==> src/rtl/seg_pkg.sv <==
package seg_pkg;

  localparam int DATA_W   = 32;
  localparam int DLIM_W   = 20;
  localparam int DACC_W   = 8;
  localparam int DPL_W    = 2;
  localparam int DLIM_LSB = 0;
  localparam int DACC_LSB = 20;
  localparam int DPL_LSB  = 28;

  typedef struct packed {
    logic [DATA_W-1:0] base;
    logic [DLIM_W-1:0] limit;
    logic [DACC_W-1:0] access;
    logic [DPL_W-1:0]  dpl;
  } seg_entry_t;

  typedef enum logic [2:0] {
    ST_IDLE,
    ST_RD_LO,
    ST_WT_LO,
    ST_RD_HI,
    ST_WT_HI,
    ST_FIN
  } fetch_st_t;

endpackage

==> src/rtl/seg_tbl_regs.sv <==
module seg_tbl_regs #(
  parameter int TLIM_W = 16
) (
  input  logic                       clk,
  input  logic                       rst,
  input  logic                       wr_en,
  input  logic                       wr_local,
  input  logic [seg_pkg::DATA_W-1:0] wr_base,
  input  logic [TLIM_W-1:0]          wr_limit,
  input  logic [1:0]                 cur_pl,
  output logic [seg_pkg::DATA_W-1:0] glb_base,
  output logic [TLIM_W-1:0]          glb_limit,
  output logic [seg_pkg::DATA_W-1:0] loc_base,
  output logic [TLIM_W-1:0]          loc_limit,
  output logic                       wr_fault
);
  localparam int NTBL = 2;

  logic [seg_pkg::DATA_W-1:0] base_q  [NTBL];
  logic [TLIM_W-1:0]          limit_q [NTBL];

  for (genvar t = 0; t < NTBL; t++) begin : g_tbl
    always_ff @(posedge clk) begin
      if (rst) begin
        base_q[t]  <= '0;
        limit_q[t] <= '0;
      end else if (wr_en && (cur_pl == 2'd0) && (wr_local == (t == 1))) begin
        base_q[t]  <= wr_base;
        limit_q[t] <= wr_limit;
      end
    end
  end

  always_ff @(posedge clk) begin
    if (rst) wr_fault <= 1'b0;
    else     wr_fault <= wr_en && (cur_pl != 2'd0);
  end

  assign glb_base  = base_q[0];
  assign glb_limit = limit_q[0];
  assign loc_base  = base_q[1];
  assign loc_limit = limit_q[1];
endmodule

==> src/rtl/seg_fetch.sv <==
module seg_fetch #(
  parameter int NUM_SEG = 5,
  parameter int SEL_W   = 16,
  parameter int TLIM_W  = 16,
  parameter int CODE_ID = 0,
  localparam int SEG_W  = $clog2(NUM_SEG),
  localparam int IDX_W  = SEL_W - 3
) (
  input  logic                       clk,
  input  logic                       rst,
  input  logic                       req_valid,
  output logic                       req_ready,
  input  logic [SEL_W-1:0]           req_sel,
  input  logic [SEG_W-1:0]           req_seg,
  input  logic [seg_pkg::DATA_W-1:0] glb_base,
  input  logic [TLIM_W-1:0]          glb_limit,
  input  logic [seg_pkg::DATA_W-1:0] loc_base,
  input  logic [TLIM_W-1:0]          loc_limit,
  output logic                       mem_rd_valid,
  input  logic                       mem_rd_ready,
  output logic [seg_pkg::DATA_W-1:0] mem_rd_addr,
  input  logic                       mem_rsp_valid,
  input  logic [seg_pkg::DATA_W-1:0] mem_rsp_data,
  output logic                       ent_we,
  output logic [SEG_W-1:0]           ent_idx,
  output seg_pkg::seg_entry_t        ent_data,
  output logic                       done,
  output logic                       ld_fault,
  output logic [1:0]                 cpl
);
  import seg_pkg::*;

  localparam int PAD_W = DATA_W - SEL_W;
  localparam int LPAD_W = DATA_W - TLIM_W;

  fetch_st_t          st_q;
  logic [DATA_W-1:0]  lo_q;
  logic [IDX_W-1:0]   idx;
  logic               use_loc;
  logic [DATA_W-1:0]  tbl_base;
  logic [TLIM_W-1:0]  tbl_limit;
  logic [DATA_W-1:0]  last_byte;
  logic [DATA_W-1:0]  desc_addr;
  logic               over_lim;
  logic               bad_seg;

  assign idx       = req_sel[SEL_W-1:3];
  assign use_loc   = req_sel[2];
  assign tbl_base  = use_loc ? loc_base  : glb_base;
  assign tbl_limit = use_loc ? loc_limit : glb_limit;
  assign last_byte = {{PAD_W{1'b0}}, idx, 3'b111};
  assign desc_addr = tbl_base + {{PAD_W{1'b0}}, idx, 3'b000};
  assign over_lim  = last_byte > {{LPAD_W{1'b0}}, tbl_limit};
  assign bad_seg   = 32'(req_seg) >= NUM_SEG;
  assign req_ready = (st_q == ST_IDLE);

  always_ff @(posedge clk) begin
    if (rst) begin
      st_q         <= ST_IDLE;
      mem_rd_valid <= 1'b0;
      mem_rd_addr  <= '0;
      lo_q         <= '0;
      ent_we       <= 1'b0;
      ent_idx      <= '0;
      ent_data     <= '0;
      done         <= 1'b0;
      ld_fault     <= 1'b0;
      cpl          <= 2'd0;
    end else begin
      done     <= 1'b0;
      ld_fault <= 1'b0;
      ent_we   <= 1'b0;
      unique case (st_q)
        ST_IDLE: begin
          if (req_valid) begin
            if (bad_seg || over_lim) begin
              done     <= 1'b1;
              ld_fault <= 1'b1;
              st_q     <= ST_FIN;
            end else begin
              mem_rd_addr  <= desc_addr;
              mem_rd_valid <= 1'b1;
              ent_idx      <= req_seg;
              st_q         <= ST_RD_LO;
            end
          end
        end
        ST_RD_LO: begin
          if (mem_rd_ready) begin
            mem_rd_valid <= 1'b0;
            st_q         <= ST_WT_LO;
          end
        end
        ST_WT_LO: begin
          if (mem_rsp_valid) begin
            lo_q         <= mem_rsp_data;
            mem_rd_addr  <= mem_rd_addr + 32'd4;
            mem_rd_valid <= 1'b1;
            st_q         <= ST_RD_HI;
          end
        end
        ST_RD_HI: begin
          if (mem_rd_ready) begin
            mem_rd_valid <= 1'b0;
            st_q         <= ST_WT_HI;
          end
        end
        ST_WT_HI: begin
          if (mem_rsp_valid) begin
            ent_we          <= 1'b1;
            ent_data.base   <= lo_q;
            ent_data.limit  <= mem_rsp_data[DLIM_LSB +: DLIM_W];
            ent_data.access <= mem_rsp_data[DACC_LSB +: DACC_W];
            ent_data.dpl    <= mem_rsp_data[DPL_LSB +: DPL_W];
            if (32'(ent_idx) == CODE_ID) cpl <= mem_rsp_data[DPL_LSB +: DPL_W];
            done            <= 1'b1;
            st_q            <= ST_FIN;
          end
        end
        ST_FIN:  st_q <= ST_IDLE;
        default: st_q <= ST_IDLE;
      endcase
    end
  end
endmodule

==> src/rtl/seg_cache.sv <==
module seg_cache #(
  parameter int NUM_SEG = 5,
  localparam int SEG_W  = $clog2(NUM_SEG)
) (
  input  logic                clk,
  input  logic                rst,
  input  logic                we,
  input  logic [SEG_W-1:0]    widx,
  input  seg_pkg::seg_entry_t wdata,
  input  logic [SEG_W-1:0]    ridx,
  output seg_pkg::seg_entry_t rdata
);
  import seg_pkg::*;

  seg_entry_t ent [NUM_SEG];
  seg_entry_t rsel;

  for (genvar g = 0; g < NUM_SEG; g++) begin : g_ent
    always_ff @(posedge clk) begin
      if (rst)                              ent[g] <= '0;
      else if (we && (32'(widx) == g))      ent[g] <= wdata;
    end
  end

  always_comb begin
    rsel = '0;
    for (int g = 0; g < NUM_SEG; g++) begin
      if (32'(ridx) == g) rsel = ent[g];
    end
  end

  always_ff @(posedge clk) begin
    if (rst) rdata <= '0;
    else     rdata <= rsel;
  end
endmodule

==> src/rtl/seg_desc_loader.sv <==
module seg_desc_loader #(
  parameter int NUM_SEG = 5,
  parameter int SEL_W   = 16,
  parameter int TLIM_W  = 16,
  parameter int CODE_ID = 0,
  localparam int SEG_W  = $clog2(NUM_SEG)
) (
  input  logic              clk,
  input  logic              rst,
  input  logic              req_valid,
  output logic              req_ready,
  input  logic [SEL_W-1:0]  req_sel,
  input  logic [SEG_W-1:0]  req_seg,
  input  logic              tbl_wr,
  input  logic              tbl_wr_local,
  input  logic [31:0]       tbl_wr_base,
  input  logic [TLIM_W-1:0] tbl_wr_limit,
  output logic              mem_rd_valid,
  input  logic              mem_rd_ready,
  output logic [31:0]       mem_rd_addr,
  input  logic              mem_rsp_valid,
  input  logic [31:0]       mem_rsp_data,
  output logic              done,
  output logic              fault,
  output logic [1:0]        cpl,
  input  logic [SEG_W-1:0]  rd_seg,
  output logic [31:0]       rd_base,
  output logic [19:0]       rd_limit,
  output logic [7:0]        rd_access,
  output logic [1:0]        rd_dpl
);
  import seg_pkg::*;

  logic [DATA_W-1:0] glb_base, loc_base;
  logic [TLIM_W-1:0] glb_limit, loc_limit;
  logic              wr_fault, ld_fault;
  logic              ent_we;
  logic [SEG_W-1:0]  ent_idx;
  seg_entry_t        ent_data;
  seg_entry_t        rd_ent;

  seg_tbl_regs #(.TLIM_W(TLIM_W)) u_tbl (
    .clk(clk), .rst(rst),
    .wr_en(tbl_wr), .wr_local(tbl_wr_local),
    .wr_base(tbl_wr_base), .wr_limit(tbl_wr_limit),
    .cur_pl(cpl),
    .glb_base(glb_base), .glb_limit(glb_limit),
    .loc_base(loc_base), .loc_limit(loc_limit),
    .wr_fault(wr_fault)
  );

  seg_fetch #(
    .NUM_SEG(NUM_SEG), .SEL_W(SEL_W), .TLIM_W(TLIM_W), .CODE_ID(CODE_ID)
  ) u_fetch (
    .clk(clk), .rst(rst),
    .req_valid(req_valid), .req_ready(req_ready),
    .req_sel(req_sel), .req_seg(req_seg),
    .glb_base(glb_base), .glb_limit(glb_limit),
    .loc_base(loc_base), .loc_limit(loc_limit),
    .mem_rd_valid(mem_rd_valid), .mem_rd_ready(mem_rd_ready),
    .mem_rd_addr(mem_rd_addr),
    .mem_rsp_valid(mem_rsp_valid), .mem_rsp_data(mem_rsp_data),
    .ent_we(ent_we), .ent_idx(ent_idx), .ent_data(ent_data),
    .done(done), .ld_fault(ld_fault), .cpl(cpl)
  );

  seg_cache #(.NUM_SEG(NUM_SEG)) u_cache (
    .clk(clk), .rst(rst),
    .we(ent_we), .widx(ent_idx), .wdata(ent_data),
    .ridx(rd_seg), .rdata(rd_ent)
  );

  assign fault     = wr_fault | ld_fault;
  assign rd_base   = rd_ent.base;
  assign rd_limit  = rd_ent.limit;
  assign rd_access = rd_ent.access;
  assign rd_dpl    = rd_ent.dpl;
endmodule

==> config.mk <==
export PLATFORM = sky130hd
export DESIGN_NAME = seg_desc_loader
export DESIGN_NICKNAME = d
export VERILOG_FILES = /design/src/rtl/seg_pkg.sv /design/src/rtl/seg_tbl_regs.sv /design/src/rtl/seg_fetch.sv /design/src/rtl/seg_cache.sv /design/src/rtl/seg_desc_loader.sv
export SDC_FILE = /design/constraint.sdc
export NUM_CORES = 1
export LEC_CHECK = 0
export ABC_CLOCK_PERIOD_IN_PS = 6400
export CAP_MARGIN = 20
export CORE_MARGIN = 2
export CORE_UTILIZATION = 64
export DETAILED_ROUTE_END_ITERATION = 10
export DONT_BUFFER_PORTS = 1
export PLACE_DENSITY_LB_ADDON = 0.05
export RECOVER_POWER = 100
export SYNTH_ARGS = -nofsm -noshare
export SYNTH_HDL_FRONTEND = slang
export SYNTH_SLANG_ARGS = --single-unit
==> constraint.sdc <==
create_clock -name clk -period 6.4 [get_ports clk]
set_input_delay 0.64 -clock clk [delete_from_list [all_inputs] [get_ports clk]]
set_output_delay 0.64 -clock clk [all_outputs]
set_load 0.1 [all_outputs]
==> qor.json, run 1 <==
{
  "outcome": {
    "status": "complete, but fails checks",
    "failed_checks": "capacitance limit, slew limit"
  },
  "synthesis": {
    "netlist.top_cell.by_area": "sky130_fd_sc_hd__edfxtp_1",
    "syn-instance-count": 2145,
    "avgSynthCellArea_um2": 12.1,
    "synth-seq-area-share": 0.622,
    "synth.ff_latch_count": 607,
    "mappedNetlistNets": 2282,
    "synth-main-ff-cell": "sky130_fd_sc_hd__edfxtp_1",
    "netlist-cell-type-count": 73,
    "synth_edf_count": 406,
    "synth.top_cells.by_area": "sky130_fd_sc_hd__edfxtp_1 (47%), sky130_fd_sc_hd__dfxtp_1 (15%), sky130_fd_sc_hd__and2_1 (9.8%), sky130_fd_sc_hd__mux4_2 (5.4%), sky130_fd_sc_hd__nand2_1 (3.6%)",
    "synthDominantCellAreaShare": 0.468,
    "postSynth.asyncResetShare": 0,
    "yosysWarnings": 0,
    "syn-cell-area_mm2": 0.0261
  },
  "worst_setup_path": {
    "cp.arrival_ns": 4.88,
    "critical_path.max_fanout": 62,
    "cp.required_ns": 6.50,
    "timing.critical_path.from_type": "flip-flop",
    "endpoint_kind": "flip-flop",
    "worst-setup-path-type": "flip-flop to flip-flop"
  },
  "placed_design": {
    "gp_routability_congestion": 0.866,
    "place_hpwl_um": 35400,
    "buffers_on_ports": 0
  },
  "sta": {
    "hold_viol": 0,
    "totalNegativeSetupSlack_ns": 0,
    "slew_headroom": -2.11,
    "setup_viol": 0,
    "period_share": 0.747,
    "period_needed_ns": 4.78,
    "maxSlewViolCount": 840,
    "maxClockFrequency_mhz": 209,
    "timing_worst_slew_pin_value_ns": 4.67,
    "finalClockSkew_ns": 0.0126,
    "grt_setup_unrepaired": "no"
  },
  "drt": {
    "detail_route.vias_per_cell": 6.21,
    "antenna_left": 0,
    "routed_wire_length_per_instance_um": 23.1,
    "drc_errors": 0,
    "drt-initial-drc-count": 1355,
    "detailedRoute.firstPassIterationCount": 5,
    "route.vias.total": 16700,
    "detail_route.wirelength_um": 62200
  },
  "clock_tree": {
    "cts_tree": "done",
    "clock_insertion_delay_worst_skew_ns": 0.62,
    "cts_max_level": 2,
    "clock_sink_count": 607,
    "cts.path.max_buffers": 3,
    "cts_root_buffer": "sky130_fd_sc_hd__clkbuf_16",
    "cts-resized-gates": 0,
    "postCtsSetupRepairBufs": 0,
    "cts.reportedPaths.clkPinSlew_ns": 0.06,
    "ctsHoldBuffers": 0,
    "inserted_clock_buffers": 59
  },
  "grt": {
    "first_global_vias": 16700,
    "globalRoute.totalOverflow": 0,
    "grt_first_pass_wirelength_um": 94400,
    "grt_start_max_net_pins": 203,
    "antenna_found_initial": 3,
    "grt_usage": 0.298
  },
  "floorplan": {
    "start_util": 0.651,
    "core_area_mm2": 0.0400,
    "num_rows": 73,
    "die-area_mm2": 0.0423,
    "die_width_um": 206,
    "y_dimension_of_the_die_um": 206,
    "floorplan.io_pins": 209
  },
  "flow_run": {
    "timing.max_cap.violations": 21
  },
  "min_path": {
    "timing.hold.worst.class": "input pin to flip-flop"
  },
  "cells_and_area": {
    "final_core_utilization": 0.713,
    "antenna_cells_inserted": 0,
    "layout-area-overhead-vs-synth_pct": 9.42,
    "design.final.nets": 2246,
    "fillerInstances": 2783,
    "layout-drive-gt1-share": 0.0972
  },
  "pwr": {
    "ir_drop_v": 0.000248,
    "leakage_nw": 10.0,
    "power_per_cell_area_mw_per_mm2": 323
  }
}
==> cell usage after synthesis (9+ instances only) <==
master and count:
sky130_fd_sc_hd__a21oi_1 147, sky130_fd_sc_hd__a22oi_1 63, sky130_fd_sc_hd__a31oi_1 14, sky130_fd_sc_hd__and2_1 408, sky130_fd_sc_hd__and3_1 14, sky130_fd_sc_hd__buf_2 12, sky130_fd_sc_hd__clkbuf_1 110, sky130_fd_sc_hd__dfxtp_1 201
sky130_fd_sc_hd__edfxtp_1 406, sky130_fd_sc_hd__ha_1 27, sky130_fd_sc_hd__inv_1 11, sky130_fd_sc_hd__mux2_2 17, sky130_fd_sc_hd__mux2i_1 22, sky130_fd_sc_hd__mux4_2 62, sky130_fd_sc_hd__nand2_1 252, sky130_fd_sc_hd__nand3_1 26
sky130_fd_sc_hd__nand4_1 16, sky130_fd_sc_hd__nor2_1 101, sky130_fd_sc_hd__nor2b_1 12, sky130_fd_sc_hd__nor3_1 25, sky130_fd_sc_hd__o21ai_0 43, sky130_fd_sc_hd__xnor2_1 10, sky130_fd_sc_hd__xor2_1 9
==> per-stage QoR <==
stage / cells / setup WS (ns) / power [mW] / cell area, µm² / hold slack (ns)
finish: 2685 / 1.62 / 9.21 / 28500 / 0.0973
global route: 2685 / 1.45 / 9.49 / 28500 / 0.0986
CTS: 2680 / 2.81 / 9.24 / 28600 / 0.117
detailed placement: 2568 / 2.67 / 5.65 / 26500 / 0.444
global placement: 2568 / 2.72 / 5.63 / 26500 / 0.434
floorplan: 2145 / 0.711 / 5.46 / 26100 / 0.432
==> critical path: stages (launching register included) <==
cell                       delay (ns)
sky130_fd_sc_hd__dfxtp_1         0.54
sky130_fd_sc_hd__nand2b_1        0.26
sky130_fd_sc_hd__o21ai_4         0.18
sky130_fd_sc_hd__clkbuf_1        3.25
==> registers in the layout, indices dropped and copies added (netlist names) <==
signal	count
u_tbl.wr_fault	1
u_tbl.limit_q	32
u_fetch.ld_fault	1
u_fetch.lo_q	32
u_fetch.ent_we	1
u_fetch.ent_idx	3
u_fetch.done	1
u_cache.rdata	62
u_fetch.st_q	3
u_fetch.mem_rd_valid	1
u_tbl.base_q	64
u_fetch.mem_rd_addr	32
u_fetch.ent_data	62
u_fetch.cpl	2
u_cache.ent	310
==> power breakdown <==
| group | leakage (nW) | internal [mW] | switching [mW] |
|---|---|---|---|
| combinational | 3.11 | 0.265 | 0.525 |
| clock | 1.04 | 2.16 | 1.48 |
| sequential | 5.86 | 4.39 | 0.388 |
| total | 10.0 | 6.81 | 2.39 |
==> layer usage <==
metal | up-vias | part of all wire | GRT usage | routed length, µm
met1 | 8199 | 0.37 | 0.355 | 22900
li1 | 7644 | - | - | -
met4 | 2 | 0.030 | 0.105 | 1860
met2 | 725 | 0.49 | 0.507 | 30700
met5 | - | 0.00029 | 0 | 18
met3 | 110 | 0.11 | 0.0976 | 6700
==> final cells by class <==
type	instances	area, µm²	area share
Clock buffer	92	1890	0.0663
Clock inverter	20	198	0.00693
Inverter	13	48.8	0.00171
Multi-Input combinational cell	1388	9290	0.326
Sequential cell	607	16200	0.569
Tap cell	525	657	0.0230
Timing Repair Buffer	40	213	0.00746
==> path summary, 6_finish.rpt <==
kind	cells after the start	slack, ns	to	start
max reg2reg	3	1.62	u_cache.ent[3][5]	u_fetch.ent_idx[0]
min reg2reg	2	0.45	u_fetch.ent_data[50]	u_fetch.lo_q[20]
min	1	0.1	u_fetch.mem_rd_addr[24]	rst
max	3	1.62	u_cache.ent[3][5]	u_fetch.ent_idx[0]
==> kinds of logic (layout without fill, tap and decap cells) <==
group	Yosys count	count (layout)	share of synthesized area
DFF	607	607	0.622
adders and majority gates	28	28	0.0137
muxes	101	101	0.0694
and+or+nand+nor	895	895	0.181
xor gates and xnor gates	19	19	0.00639
buffers and inverters	150	165	0.0239
AOI/OAI and AO/OA	345	345	0.0833
==> cells in the final DEF, fill, tap and decap left out, types with 7 or more instances in the layout <==
cell type,netlist,layout
sky130_fd_sc_hd__a21oi_1,147,147
sky130_fd_sc_hd__clkbuf_8,0,12
sky130_fd_sc_hd__nor3_1,25,25
sky130_fd_sc_hd__a31oi_1,14,14
sky130_fd_sc_hd__clkbuf_16,0,67
sky130_fd_sc_hd__and2_0,1,237
sky130_fd_sc_hd__nand3_1,26,25
sky130_fd_sc_hd__ha_1,27,27
sky130_fd_sc_hd__dfxtp_1,201,201
sky130_fd_sc_hd__clkbuf_1,110,41
sky130_fd_sc_hd__mux2_2,17,17
sky130_fd_sc_hd__and2_1,408,173
sky130_fd_sc_hd__inv_1,11,12
sky130_fd_sc_hd__a32oi_1,7,7
sky130_fd_sc_hd__a22oi_1,63,63
sky130_fd_sc_hd__and3_1,14,13
sky130_fd_sc_hd__edfxtp_1,406,406
sky130_fd_sc_hd__xor2_1,9,9
sky130_fd_sc_hd__mux2i_1,22,22
sky130_fd_sc_hd__nor2_1,101,100
sky130_fd_sc_hd__xnor2_1,10,10
sky130_fd_sc_hd__nand2_1,252,251
sky130_fd_sc_hd__a211oi_1,7,7
sky130_fd_sc_hd__nand4_1,16,16
sky130_fd_sc_hd__nor2b_1,12,12
sky130_fd_sc_hd__clkinv_2,0,12
sky130_fd_sc_hd__o21ai_0,43,40
sky130_fd_sc_hd__buf_4,4,8
sky130_fd_sc_hd__mux4_2,62,62
Note: power is estimated with default switching activity, not from simulation.
==> run 2: changes to the inputs <==
- ABC_CLOCK_PERIOD_IN_PS: 6400 -> 4450
- clock period: 6.4 -> 4.45 ns (I/O delays scaled with it)
==> run 2 against run 1 <==
  * The run still ends with capacitance limit, slew limit left
  * Combinational power is 79% higher
  * Core utilization is 2.0 points higher
  * Maximum frequency is 25% higher
  * Worst hold slack worse by 0.065 ns
  * Clock-buffer cell count is 2 higher
  * Cell area is 2.9% higher
  * Setup slack worse by 0.99 ns
  * Critical path type unchanged
==> qor.json, run 2 (synthesis gave the netlist of run 1 again) <==
{
  "outcome": {
    "status": {"value": "complete, but fails checks", "change": "unchanged"},
    "failed_checks": {"value": "capacitance limit, slew limit", "change": "unchanged"}
  },
  "clock_tree": {
    "clock_sink_count": {"value": 607, "change": "unchanged"},
    "cts.path.max_buffers": {"value": 3, "change": "unchanged"},
    "cts_root_buffer": {"value": "sky130_fd_sc_hd__clkbuf_16", "change": "unchanged"},
    "cts_max_level": {"value": 2, "change": "unchanged"},
    "clock_insertion_delay_worst_skew": {"value": 0.63, "unit": "ns", "change": "was 0.62 ns"},
    "cts_tree": {"value": "done", "change": "unchanged"},
    "cts.reportedPaths.clkPinSlew": {"value": 0.06, "unit": "ns", "change": "about the same"},
    "cts-resized-gates": {"value": 0, "change": "unchanged"},
    "inserted_clock_buffers": {"value": 59, "change": "unchanged"}
  },
  "cells_and_area": {
    "flip_flop_count_of_the_largest_register_after_layout": {"value": 310, "change": "unchanged"},
    "fillerInstances": {"value": 2662, "change": "was 2,783"},
    "flip_flop_and_latch_area": {"value": 0.0162, "unit": "mm²", "change": "unchanged"},
    "largest_register": {"value": "u_cache.ent", "change": "unchanged"},
    "biggestRegsByFlops": {"value": "u_cache.ent x310, u_tbl.base_q x64", "change": "unchanged"},
    "layout-drive-gt1-share": {"value": 0.0973, "change": "was 0.0972"},
    "multi_input_comb_area": {"value": 0.00929, "unit": "mm²", "change": "about the same"},
    "layout-area-overhead-vs-synth": {"value": 12.6, "unit": "%", "change": "was 9.42%"},
    "final_common_cell": {"value": "sky130_fd_sc_hd__edfxtp_1", "change": "unchanged"},
    "design.final.nets": {"value": 2347, "change": "was 2,246"},
    "most-common-layout-cells": {"value": "sky130_fd_sc_hd__edfxtp_1 (406), sky130_fd_sc_hd__nand2_1 (250), sky130_fd_sc_hd__and2_1 (206), sky130_fd_sc_hd__and2_0 (204), sky130_fd_sc_hd__dfxtp_1 (201)", "change": "was sky130_fd_sc_hd__edfxtp_1 (406), sky130_fd_sc_hd__nand2_1 (251), sky130_fd_sc_hd__and2_0 (237), sky130_fd_sc_hd__dfxtp_1 (201), sky130_fd_sc_hd__and2_1 (173)"}
  },
  "floorplan": {
    "core_area": {"value": 0.0400, "unit": "mm²", "change": "unchanged"},
    "die_width": {"value": 206, "unit": "µm", "change": "unchanged"},
    "die-area": {"value": 0.0423, "unit": "mm²", "change": "unchanged"},
    "start_util": {"value": 0.651, "change": "unchanged"},
    "floorplan.io_pins": {"value": 209, "change": "unchanged"},
    "y_dimension_of_the_die": {"value": 206, "unit": "µm", "change": "unchanged"},
    "num_rows": {"value": 73, "change": "unchanged"}
  },
  "worst_setup_path": {
    "timing.critical_path.from_type": {"value": "flip-flop", "change": "unchanged"},
    "crit-reg2reg-capture": {"value": "u_cache.ent[2][55]", "change": "was u_cache.ent[3][5]"},
    "setup.reg_to_reg.worst_slack": {"value": 0.63, "unit": "ns", "change": "was 1.62 ns"},
    "endpoint_kind": {"value": "flip-flop", "change": "unchanged"},
    "cp.required": {"value": 4.93, "unit": "ns", "change": "was 6.50 ns"},
    "critical_path.max_fanout": {"value": 62, "change": "unchanged"},
    "cp.arrival": {"value": 4.30, "unit": "ns", "change": "was 4.88 ns"},
    "worst-setup-path-type": {"value": "flip-flop to flip-flop", "change": "unchanged"},
    "r2r_start": {"value": "u_fetch.ent_idx[1]", "change": "was u_fetch.ent_idx[0]"},
    "rr_worst_depth": {"value": 4, "change": "was 3"}
  },
  "placed_design": {
    "detailedPlace.worstSlack": {"value": 1.07, "unit": "ns", "change": "was 2.67 ns"},
    "place_hpwl": {"value": 36100, "unit": "µm", "change": "was 35,400 µm"},
    "buffers_on_ports": {"value": 0, "change": "unchanged"},
    "gp_routability_congestion": {"value": 0.889, "change": "was 0.866"}
  },
  "sta": {
    "setup_viol": {"value": 0, "change": "unchanged"},
    "maxSlewViolCount": {"value": 788, "change": "was 840"},
    "maxClockFrequency": {"value": 262, "unit": "MHz", "change": "was 209 MHz"},
    "hold_viol": {"value": 0, "change": "unchanged"},
    "slew_headroom": {"value": -1.33, "change": "was -2.11"},
    "grt_setup_unrepaired": {"value": "no", "change": "unchanged"},
    "crit_path_setup_slack_layout": {"value": 0.631, "unit": "ns", "change": "was 1.62 ns"},
    "period_share": {"value": 0.858, "change": "was 0.747"},
    "period_needed": {"value": 3.82, "unit": "ns", "change": "was 4.78 ns"},
    "timing_worst_slew_pin_value": {"value": 3.49, "unit": "ns", "change": "was 4.67 ns"},
    "totalNegativeSetupSlack": {"value": 0, "unit": "ns", "change": "unchanged"},
    "finalClockSkew": {"value": 0.0216, "unit": "ns", "change": "was 0.0126 ns"}
  },
  "grt": {
    "grt-busiest-layer": {"value": "met2", "change": "unchanged"},
    "grt_util_met1": {"value": 0.372, "change": "was 0.355"},
    "first_global_vias": {"value": 17300, "change": "was 16,700"},
    "grt_usage": {"value": 0.310, "change": "was 0.298"},
    "globalRoute.totalOverflow": {"value": 0, "change": "unchanged"},
    "antenna_found_initial": {"value": 10, "change": "was 3"},
    "gr-usage-met2": {"value": 0.542, "change": "was 0.507"},
    "grt_start_max_net_pins": {"value": 189, "change": "was 203"},
    "grt_first_pass_wirelength": {"value": 98500, "unit": "µm", "change": "was 94,400 µm"},
    "groute.layer.met3.usage": {"value": 0.0839, "change": "was 0.0976"}
  },
  "min_path": {
    "timing.hold.worst.class": {"value": "input pin to flip-flop", "change": "unchanged"},
    "whs_endpoint": {"value": "u_tbl.limit_q[0][0]", "change": "was u_fetch.mem_rd_addr[24]"},
    "min_delay_path_depth": {"value": 1, "change": "unchanged"},
    "min-delay-start": {"value": "tbl_wr_limit[0]", "change": "was rst"}
  },
  "pwr": {
    "power_per_cell_area": {"value": 444, "unit": "mW/mm²", "change": "was 323 mW/mm²"},
    "leakage": {"value": 10.4, "unit": "nW", "change": "was 10.0 nW"},
    "ir_drop": {"value": 0.000326, "unit": "V", "change": "was 0.000248 V"},
    "fin_total_pwr": {"value": 13.0, "unit": "mW", "change": "was 9.21 mW"}
  },
  "drt": {
    "routed_wire_length_per_instance": {"value": 23.1, "unit": "µm", "change": "about the same"},
    "drc_errors": {"value": 0, "change": "unchanged"},
    "antenna_left": {"value": 0, "change": "unchanged"},
    "detail_route.wirelength": {"value": 64600, "unit": "µm", "change": "was 62,200 µm"},
    "drt-initial-drc-count": {"value": 1297, "change": "was 1,355"},
    "detail_route.vias_per_cell": {"value": 6.15, "change": "was 6.21"},
    "route.vias.total": {"value": 17200, "change": "was 16,700"},
    "detailedRoute.firstPassIterationCount": {"value": 5, "change": "unchanged"}
  },
  "flow_run": {
    "timing.max_cap.violations": {"value": 18, "change": "was 21"}
  }
}
## run 2: changes by cell type in the layout (fill, tap and decap cells not counted), moves of 5 or more
cell / delta
sky130_fd_sc_hd__and2_1: +33
sky130_fd_sc_hd__and2_0: -33
sky130_fd_sc_hd__clkbuf_1: +5
sky130_fd_sc_hd__dlygate4sd3_1: +84
sky130_fd_sc_hd__clkbuf_2: +10
sky130_fd_sc_hd__buf_4: +8
sky130_fd_sc_hd__diode_2: +10
## run 2: worst max-delay path: stages, from the launching register on
cell	delay [ns]
sky130_fd_sc_hd__dfxtp_1	0.36
sky130_fd_sc_hd__nand2_1	0.17
sky130_fd_sc_hd__nor4_1	0.28
sky130_fd_sc_hd__clkbuf_1	2.50
sky130_fd_sc_hd__and2_1	0.35
## run 2: routing by layer
metal / part of all wire / wire length [µm]
met1: 0.38 / 24700
met2: 0.51 / 32700
met3: 0.085 / 5480
met4: 0.026 / 1700
met5: 0.00020 / 13
## run 2: area by class of cell
type / count / area share
inverters: 13 / 0.00166
well taps: 525 / 0.0224
clock inverters: 17 / 0.00422
clock buffers: 94 / 0.0614
diodes: 10 / 0.000853
flip-flops and latches: 607 / 0.553
multi-input cells: 1388 / 0.317
repair buffers: 141 / 0.0401
## run 2: timing repair
| action | in CTS | in global routing |
|---|---|---|
| hold buffers | 85 | 0 |
| endpoints found under the hold margin | 262 | 0 |
| setup buffers | 0 | 0 |
## run 2: worst max path at each step
stage	from	to	slack (ns)	depth (start not counted)
after floorplan	req_sel[2]	u_fetch.mem_rd_addr[30]	0.45	14
after global placement	req_sel[2]	u_fetch.mem_rd_addr[27]	1.09	9
after detailed placement	req_sel[2]	u_fetch.mem_rd_addr[19]	1.07	9
after CTS	u_tbl.limit_q[1][14]	u_fetch.mem_rd_addr[23]	1.21	9
after global routing	u_fetch.st_q[1]	u_fetch.lo_q[24]	0.47	6
final	u_fetch.ent_idx[1]	u_cache.ent[2][55]	0.63	4
## run 2: through the flow
stage | hold WS, ns | instance area, µm² | cells | util
after floorplan | 0.432 | 26100 | 2145 | -
after global placement | 0.437 | 26700 | 2589 | 0.669
after detailed placement | 0.443 | 26700 | 2589 | 0.669
after CTS | 0.00101 | 29500 | 2785 | 0.738
after global routing | 0.0128 | 29300 | 2789 | 0.733
final | 0.0320 | 29300 | 2795 | 0.733
## run 2: power breakdown
group / total [mW] / leakage [nW] / switching [mW] / internal, mW
sequential: 6.73 / 5.86 / 0.418 / 6.31
clock: 4.89 / 0.958 / 2.11 / 2.78
combinational: 1.41 / 3.59 / 0.966 / 0.443
